**src/rtl/ipc_pkg.sv**
```systemverilog
package ipc_pkg;
  typedef enum logic [1:0] {
    REG_PRI_MASK = 2'd0,
    REG_PRI_STAT = 2'd1,
    REG_SEC_MASK = 2'd2,
    REG_SEC_STAT = 2'd3
  } reg_sel_e;

  localparam int unsigned ACK_CODE_W = 4;
endpackage

```
**src/rtl/ipc_pending.sv**
```systemverilog
module ipc_pending
  import ipc_pkg::*;
#(
  parameter int unsigned SRC_W = 8
) (
  input  logic                  clk,
  input  logic                  rst_n,
  input  logic [SRC_W-1:0]      set_i,
  input  logic [SRC_W-1:0]      clr_i,
  input  logic                  ack_v_i,
  input  logic [ACK_CODE_W-1:0] ack_code_i,
  output logic [SRC_W-1:0]      pend_d_o,
  output logic [SRC_W-1:0]      pend_q_o
);
  logic [SRC_W-1:0] ack_vec;

  // one-hot decode of the acknowledge index; codes past SRC_W hit nothing
  for (genvar i = 0; i < SRC_W; i++) begin : g_ack_dec
    assign ack_vec[i] = ack_v_i && (ack_code_i == ACK_CODE_W'(i));
  end

  // set is applied last so it overrides any clear of the same bit
  always_comb begin
    pend_d_o = (pend_q_o & ~(clr_i | ack_vec)) | set_i;
  end

  always_ff @(posedge clk) begin
    if (!rst_n) pend_q_o <= '0;
    else        pend_q_o <= pend_d_o;
  end


  set_wins_chk: assert property (@(posedge clk) disable iff (!rst_n)
    (set_i != '0) |=> ((pend_q_o & $past(set_i)) == $past(set_i)));


  ack_clear_chk: assert property (@(posedge clk) disable iff (!rst_n)
    (((clr_i | ack_vec) & ~set_i) != '0) |=>
      ((pend_q_o & $past((clr_i | ack_vec) & ~set_i)) == '0));
endmodule

```
**src/rtl/ipc_enable.sv**
```systemverilog
module ipc_enable #(
  parameter int unsigned SRC_W = 8
) (
  input  logic             clk,
  input  logic             rst_n,
  input  logic             wr_pri_i,
  input  logic             wr_sec_i,
  input  logic [SRC_W-1:0] wdata_i,
  output logic [SRC_W-1:0] en_d_o,
  output logic [SRC_W-1:0] en_q_o,
  output logic [SRC_W-1:0] sec_q_o
);
  always_comb begin
    en_d_o = wr_pri_i ? ~wdata_i : en_q_o;
  end

  always_ff @(posedge clk) begin
    if (!rst_n) begin
      en_q_o  <= '0;
      sec_q_o <= '0;
    end else begin
      en_q_o <= en_d_o;
      if (wr_sec_i) sec_q_o <= wdata_i;
    end
  end


  enable_inv_chk: assert property (@(posedge clk) disable iff (!rst_n)
    wr_pri_i |=> (en_q_o == ~$past(wdata_i)));


  sec_store_chk: assert property (@(posedge clk) disable iff (!rst_n)
    wr_sec_i |=> (sec_q_o == $past(wdata_i)));
endmodule

```
**src/rtl/intr_pend_ctrl.sv**
```systemverilog
module intr_pend_ctrl
  import ipc_pkg::*;
#(
  parameter int unsigned SRC_W = 8,
  parameter int unsigned RD_W  = 64
) (
  input  logic             clk,
  input  logic             rst_n,
  input  logic             bus_wr_en,
  input  logic [1:0]       bus_addr,
  input  logic [SRC_W-1:0] bus_wdata,
  input  logic             bus_rd_wide,
  output logic [RD_W-1:0]  bus_rdata,
  input  logic [SRC_W-1:0] req_set,
  input  logic [SRC_W-1:0] req_clr,
  output logic             irq_out
);
  reg_sel_e         sel;
  logic             wr_pri, wr_ack, wr_sec;
  logic [SRC_W-1:0] pend_d, pend_q, en_d, en_q, sec_q;
  logic [SRC_W-1:0] byte_rd;
  logic             irq_q;

  assign sel    = reg_sel_e'(bus_addr);
  assign wr_pri = bus_wr_en && (sel == REG_PRI_MASK);
  assign wr_ack = bus_wr_en && (sel == REG_PRI_STAT);
  assign wr_sec = bus_wr_en && (sel == REG_SEC_MASK);

  ipc_pending #(.SRC_W(SRC_W)) u_pend (
    .clk        (clk),
    .rst_n      (rst_n),
    .set_i      (req_set),
    .clr_i      (req_clr),
    .ack_v_i    (wr_ack),
    .ack_code_i (bus_wdata[ACK_CODE_W-1:0]),
    .pend_d_o   (pend_d),
    .pend_q_o   (pend_q)
  );

  ipc_enable #(.SRC_W(SRC_W)) u_en (
    .clk      (clk),
    .rst_n    (rst_n),
    .wr_pri_i (wr_pri),
    .wr_sec_i (wr_sec),
    .wdata_i  (bus_wdata),
    .en_d_o   (en_d),
    .en_q_o   (en_q),
    .sec_q_o  (sec_q)
  );

  // the flag looks at next-state values so it moves on the committing edge
  always_ff @(posedge clk) begin
    if (!rst_n) irq_q <= 1'b0;
    else        irq_q <= |(pend_d & en_d);
  end
  assign irq_out = irq_q;

  always_comb begin
    unique case (sel)
      REG_PRI_MASK: byte_rd = ~en_q;
      REG_PRI_STAT: byte_rd = pend_q;
      REG_SEC_MASK: byte_rd = sec_q;
      default:      byte_rd = '0;
    endcase
    if (bus_rd_wide) bus_rdata = (sel == REG_PRI_STAT) ? RD_W'(pend_q) : '0;
    else             bus_rdata = RD_W'(byte_rd);
  end


  irq_level_chk: assert property (@(posedge clk) disable iff (!rst_n)
    1'b1 |=> (irq_out == |(pend_q & en_q)));
endmodule

```
**config.mk**
```make
export PLATFORM = sky130hd
export DESIGN_NAME = intr_pend_ctrl
export DESIGN_NICKNAME = d
export VERILOG_FILES = /design/src/rtl/ipc_pkg.sv /design/src/rtl/ipc_pending.sv /design/src/rtl/ipc_enable.sv /design/src/rtl/intr_pend_ctrl.sv
export SDC_FILE = /design/constraint.sdc
export NUM_CORES = 1
export LEC_CHECK = 0
export ABC_AREA = 0
export ABC_CLOCK_PERIOD_IN_PS = 2200
export BUFFER_PORTS_ARGS = -buffer_cell sky130_fd_sc_hd__buf_2
export CORE_UTILIZATION = 45
export DETAILED_ROUTE_END_ITERATION = 7
export PLACE_DENSITY_LB_ADDON = 0.2
export SLEW_MARGIN = 40
export SYNTH_ARGS = -nofsm -noshare
export SYNTH_HDL_FRONTEND = slang
export SYNTH_SLANG_ARGS = --single-unit
export TNS_END_PERCENT = 30
```
**constraint.sdc**
```tcl
create_clock -name clk -period 2.2 [get_ports clk]
set_input_delay 0.22 -clock clk [delete_from_list [all_inputs] [get_ports clk]]
set_output_delay 0.22 -clock clk [all_outputs]
set_load 0.03 [all_outputs]
```
* Word-level counts from Yosys, hierarchy flattened
Index checks and enable logic that the tools add are counted. W data, S select, Z words.
Operators by class: reductions and logical operators 14, bitwise operators 7, eq/ne operators 9, muxes and demuxes 4
Operator list (number):
- $mux W8 | 3
- $not A8 Y8 | 3
- $pmux W8 S3 | 1
- $and A8 B8 Y8 | 2
- $eq A4 B3 Y1 const B | 4
- $or A8 B8 Y8 | 2
- $logic_and A1 B1 Y1 | 11
- $eq A4 B2 Y1 const B | 2
- $reduce_or A8 Y1 | 1
- $eq A4 B1 Y1 const B | 1
- $logic_not A4 Y1 | 1
- $eq A2 B1 Y1 const B | 1
- $eq A2 B2 Y1 const B | 1
- $logic_not A2 Y1 | 1
Storage, ports and cells: register bits 25, input port bits 30, output and inout bits 65

* Longest topological paths before layout
depth in word-level cells 9, gate-level depth with buffers 6, mapped depth without buffers 4

* By module
From an unflattened synthesis, not the netlist that was laid out.
Unflattened totals: cells, all modules 223, area, all modules 1953.1 sq um
By module, submodules not included:
- ipc_enable | instances 1, cells an instance 67, area an instance 758.2 sq um
- intr_pend_ctrl | instances 1, cells an instance 104, area an instance 705.7 sq um
- ipc_pending | instances 1, cells an instance 52, area an instance 489.2 sq um

* Worst setup path before layout
Ideal clock, no wire load.
kind input to output, from in bus_addr[0], to out bus_rdata[0], cell stages on the path 4, setup slack 0.432 ns, arrival time 1.548 ns, required time 1.980 ns, path buffers 2, cells stage by stage clkbuf_1 > buf_1 > a21oi_1 > o21ai_0
On the way: longest elaborated chain between the ends 3, elaborated cells between the ends (all ways) 6
RTL lines:
- start: declaration | line intr_pend_ctrl.sv:10 | input logic [1:0] bus_addr,
- $eq A2 B2 Y1 (tied with other cells) | line intr_pend_ctrl.sv:59 | unique case (sel)
- $pmux W8 S3 or $mux W8 (tied branches) | line intr_pend_ctrl.sv:59, intr_pend_ctrl.sv:65
- $mux W8 (*) | line intr_pend_ctrl.sv:65 | if (bus_rd_wide) bus_rdata = (sel == REG_PRI_STAT) ? RD_W'(pend_q) : '0;
- end: declaration | line intr_pend_ctrl.sv:13 | output logic [RD_W-1:0] bus_rdata,
Every way passes the cells marked *; elsewhere a longest branch is shown, timed or not.

* Worst setup path in the final report
from in bus_addr[1], to reg irq_q, in the netlist irq_out
On the way: longest elaborated chain between the ends 9, elaborated cells between the ends (all ways) 19
RTL lines:
- $eq A2 B1 Y1 | line intr_pend_ctrl.sv:26 | assign wr_ack = bus_wr_en && (sel == REG_PRI_STAT);
- $logic_and A1 B1 Y1 | line intr_pend_ctrl.sv:26
- $logic_and A1 B1 Y1 | line ipc_pending.sv:19 | assign ack_vec[i] = ack_v_i && (ack_code_i == ACK_CODE_W'(i));
- $or A8 B8 Y8 | line ipc_pending.sv:24 | pend_d_o = (pend_q_o & ~(clr_i | ack_vec)) | set_i;
- $not A8 Y8 | line ipc_pending.sv:24
- $and A8 B8 Y8 | line ipc_pending.sv:24
- $or A8 B8 Y8 | line ipc_pending.sv:24
- $and A8 B8 Y8 (*) | line intr_pend_ctrl.sv:54 | else irq_q <= |(pend_d & en_d);
- $reduce_or A8 Y1 (*) | line intr_pend_ctrl.sv:54
- end signal: assignment | line intr_pend_ctrl.sv:54
- end: declaration | line intr_pend_ctrl.sv:22 | logic irq_q;
Marks and branches as above. A chain may end at the register's enable or synchronous reset.

==> impl_metrics.tcl <==
set metrics [dict create \
    status "finished, final reports clean" \
    antennaDiodeCount 0 \
    crit_path_end_kind "flop" \
    grt_setup_unrepaired "false" \
    yosys.area.top_type_share_pct 28.9 \
    placed_area_mm2 0.00176 \
    grt_max_degree 26 \
    synth-seq-cells 25 \
    hpwl_mm 2.63 \
    synth_warnings 0 \
    layout_min_cycle_time_ns 1.72 \
    fin_util_pct 48.8 \
    grt-ovfl-total 0 \
    num_rows 22 \
    clk_path_buf_depth 2 \
    drt_iter0_markers 27 \
    crit_slowest_cell "nor4bb_1" \
    skew_ns 0.00338 \
    layout_commonest_cell "conb_1" \
    path_clk_slew_ns 0.09 \
    synth.area.top_cells "dfxtp_1 (29%), buf_4 (25%), nor2b_1 (8.3%)" \
    final_layout_size_suffix_gt1_share_pct 19.4 \
    slew_headroom_pct 57.8 \
    min_path_type "in2reg" \
    path_max_fanout 13 \
    synthCells 211 \
    cts_resized 0 \
    vias_per_cell 4.69 \
    fin_nets 278 \
    synth_area_mm2 0.00173 \
    core-area_mm2 0.00369 \
    layout_common_cells "conb_1 (56), buf_2 (38), dfxtp_1 (25)" \
    required_ns 2.37 \
    grt_pass1_wl_mm 5.84 \
    worst-slew-pin-transition_ns 0.632 \
    die_y_um 64.0 \
    cts_tree "yes" \
    finalWirelength_mm 3.51 \
    drv_slew 0 \
    use_met1_pct 25.0 \
    fin_crit_sh_pct 78.0 \
    yosys.area.top_type "dfxtp_1" \
    ctsHoldBuffers 0 \
    route.detailed.drc 0 \
    ys_types 36 \
    setup_violations 0 \
    clock.fmax_ghz 0.583 \
    hold_violations 0 \
    crit_family "simple AND/OR/NAND/NOR gates" \
    path_cells "buf_2 -> nor4bb_1 -> buf_4 -> nand2_1 -> a32o_1 -> o41a_1" \
    cts_made_buffers 3 \
    cts_setup_buffers 0 \
    crit_type "in2reg" \
    use_met2_pct 30.7 \
    io_pins 95 \
    syn_area_per_cell_um2 8.21 \
    first_pass_iters 4 \
    final_cell_area_mm2 0.00180 \
    antenna_found_initial 0 \
    met3_usage_pct 2.32 \
    initial_core_util_pct 46.9 \
    worstPathArrival_ns 1.88 \
    cp_num_buf_inv 2 \
    die_w_um 64.0 \
    postRouteAntennaNets 0 \
    powerDensity_mw_per_mm2 597 \
    grt_busiest_layer "met2" \
    clk-insertion-delay-late_ns 0.27 \
    ys_seq_area_share_pct 28.9 \
    area_growth_pct 4.05 \
    die-area_mm2 0.00410 \
    numPortBuffers 38 \
    routedWlPerCell_um 11.9 \
    gr-usage-all-layers_pct 18.7 \
    cts.sinks 25 \
    place.gp.congestion 0.855 \
    drv_cap 0 \
    cts_root_buf "clkbuf_8" \
    setup_tns_ns 0 \
    power_leakage_uw 0.000906 \
    cp-start-kind "input port" \
    grt_pass1_vias 1212 \
    place_ws_ns 0.228 \
    ir_drop_mv 0.326 \
    h-tree-depth 1 \
    vias 1383 \
    worst_slack_ns 0.485 \
    cp_slowest_stage_delay_ns 0.57 \
]
report_power, final:
| group | total, uW | internal (uW) | switching (uW) |
|---|---|---|---|
| combinational | 309 | 79.3 | 230 |
| clock | 282 | 127 | 155 |
| sequential | 484 | 474 | 10.3 |
| total | 1080 | 681 | 396 |
sequential cells by signal (all words and copies together), names as in the netlist:
register	cells
u_en.en_q_o	8
u_pend.pend_q_o	8
irq_out	1
u_en.sec_q_o	8
per-layer routing:
| metal | up-vias | share of wire (%) | wire length (um) |
|---|---|---|---|
| met5 | - | 0 | 0 |
| met4 | 0 | 1.3 | 46 |
| met3 | 5 | 6.5 | 229 |
| met2 | 73 | 47 | 1640 |
| met1 | 633 | 45 | 1600 |
| li1 | 672 | - | - |
through the flow:
step	cells	total power, uW	hold WS [ns]
floorplan	266	813	0.348
global placement	291	803	0.493
detailed placement	291	803	0.503
CTS	295	1080	0.236
global route	295	1130	0.234
finish	295	1080	0.228
cells in the mapped netlist (all sizes together):
cell and instances:
or3b 1, nor4 1, nor4b 2, nand2 9
o41a 1, nor2 4, o22ai 5, or4bb 1
o22a 1, a21oi 12, a2bb2oi 2, nor3b 1
dfxtp 25, clkbuf 6, nor3 8, o2bb2ai 1
conb 1, mux2i 12, nand4b 1, nor4bb 2
a32o 1, or4 1, nand3b 1, o21ai 8
or4b 2, nor2b 23, and3 1, inv 9
a22o 1, and2 7, a21o 1, buf 60
kinds of logic (layout without fill, tap and decap cells):
logic type             after synthesis  in the layout  synth area share, %
multiplexers                        12             12                 6.94
AO/OA/AOI/OAI                       33             33                 11.8
flip-flops                          25             25                 28.9
AND/OR/NAND/NOR                     65             65                 23.1
buffers and inverters               75             56                 29.1
other                                1             56                0.217
worst reg2reg max path: stages (launching register included):
cell and delay, ns:
dfxtp_1 0.32, nor2b_1 0.12, o22a_1 0.21, a32o_1 0.22, o41a_1 0.35
final cells by class:
type	count	area, um^2
clock buffer	3	41.3
clock inverter	1	5.00
fill	405	1890
inverter	9	33.8
multi-input combinational	166	933
sequential	25	500
tap	48	60.1
timing repair buffer	43	228
worst paths after layout:
path                            slack (ns)                      endpoint  depth (start not counted)                          start
worst min register to register        0.52  u_en.sec_q_o[1]$_SDFFE_PN0P_                          2   u_en.sec_q_o[1]$_SDFFE_PN0P_
worst max-delay path                  0.48            irq_out$_SDFF_PN0_                          6                    bus_addr[1]
worst max register to register        0.88            irq_out$_SDFF_PN0_                          4  u_pend.pend_q_o[3]$_SDFF_PN0_
worst min-delay path                  0.23  u_en.sec_q_o[6]$_SDFFE_PN0P_                          3                   bus_wdata[6]
(Power assumes the default switching activity.)
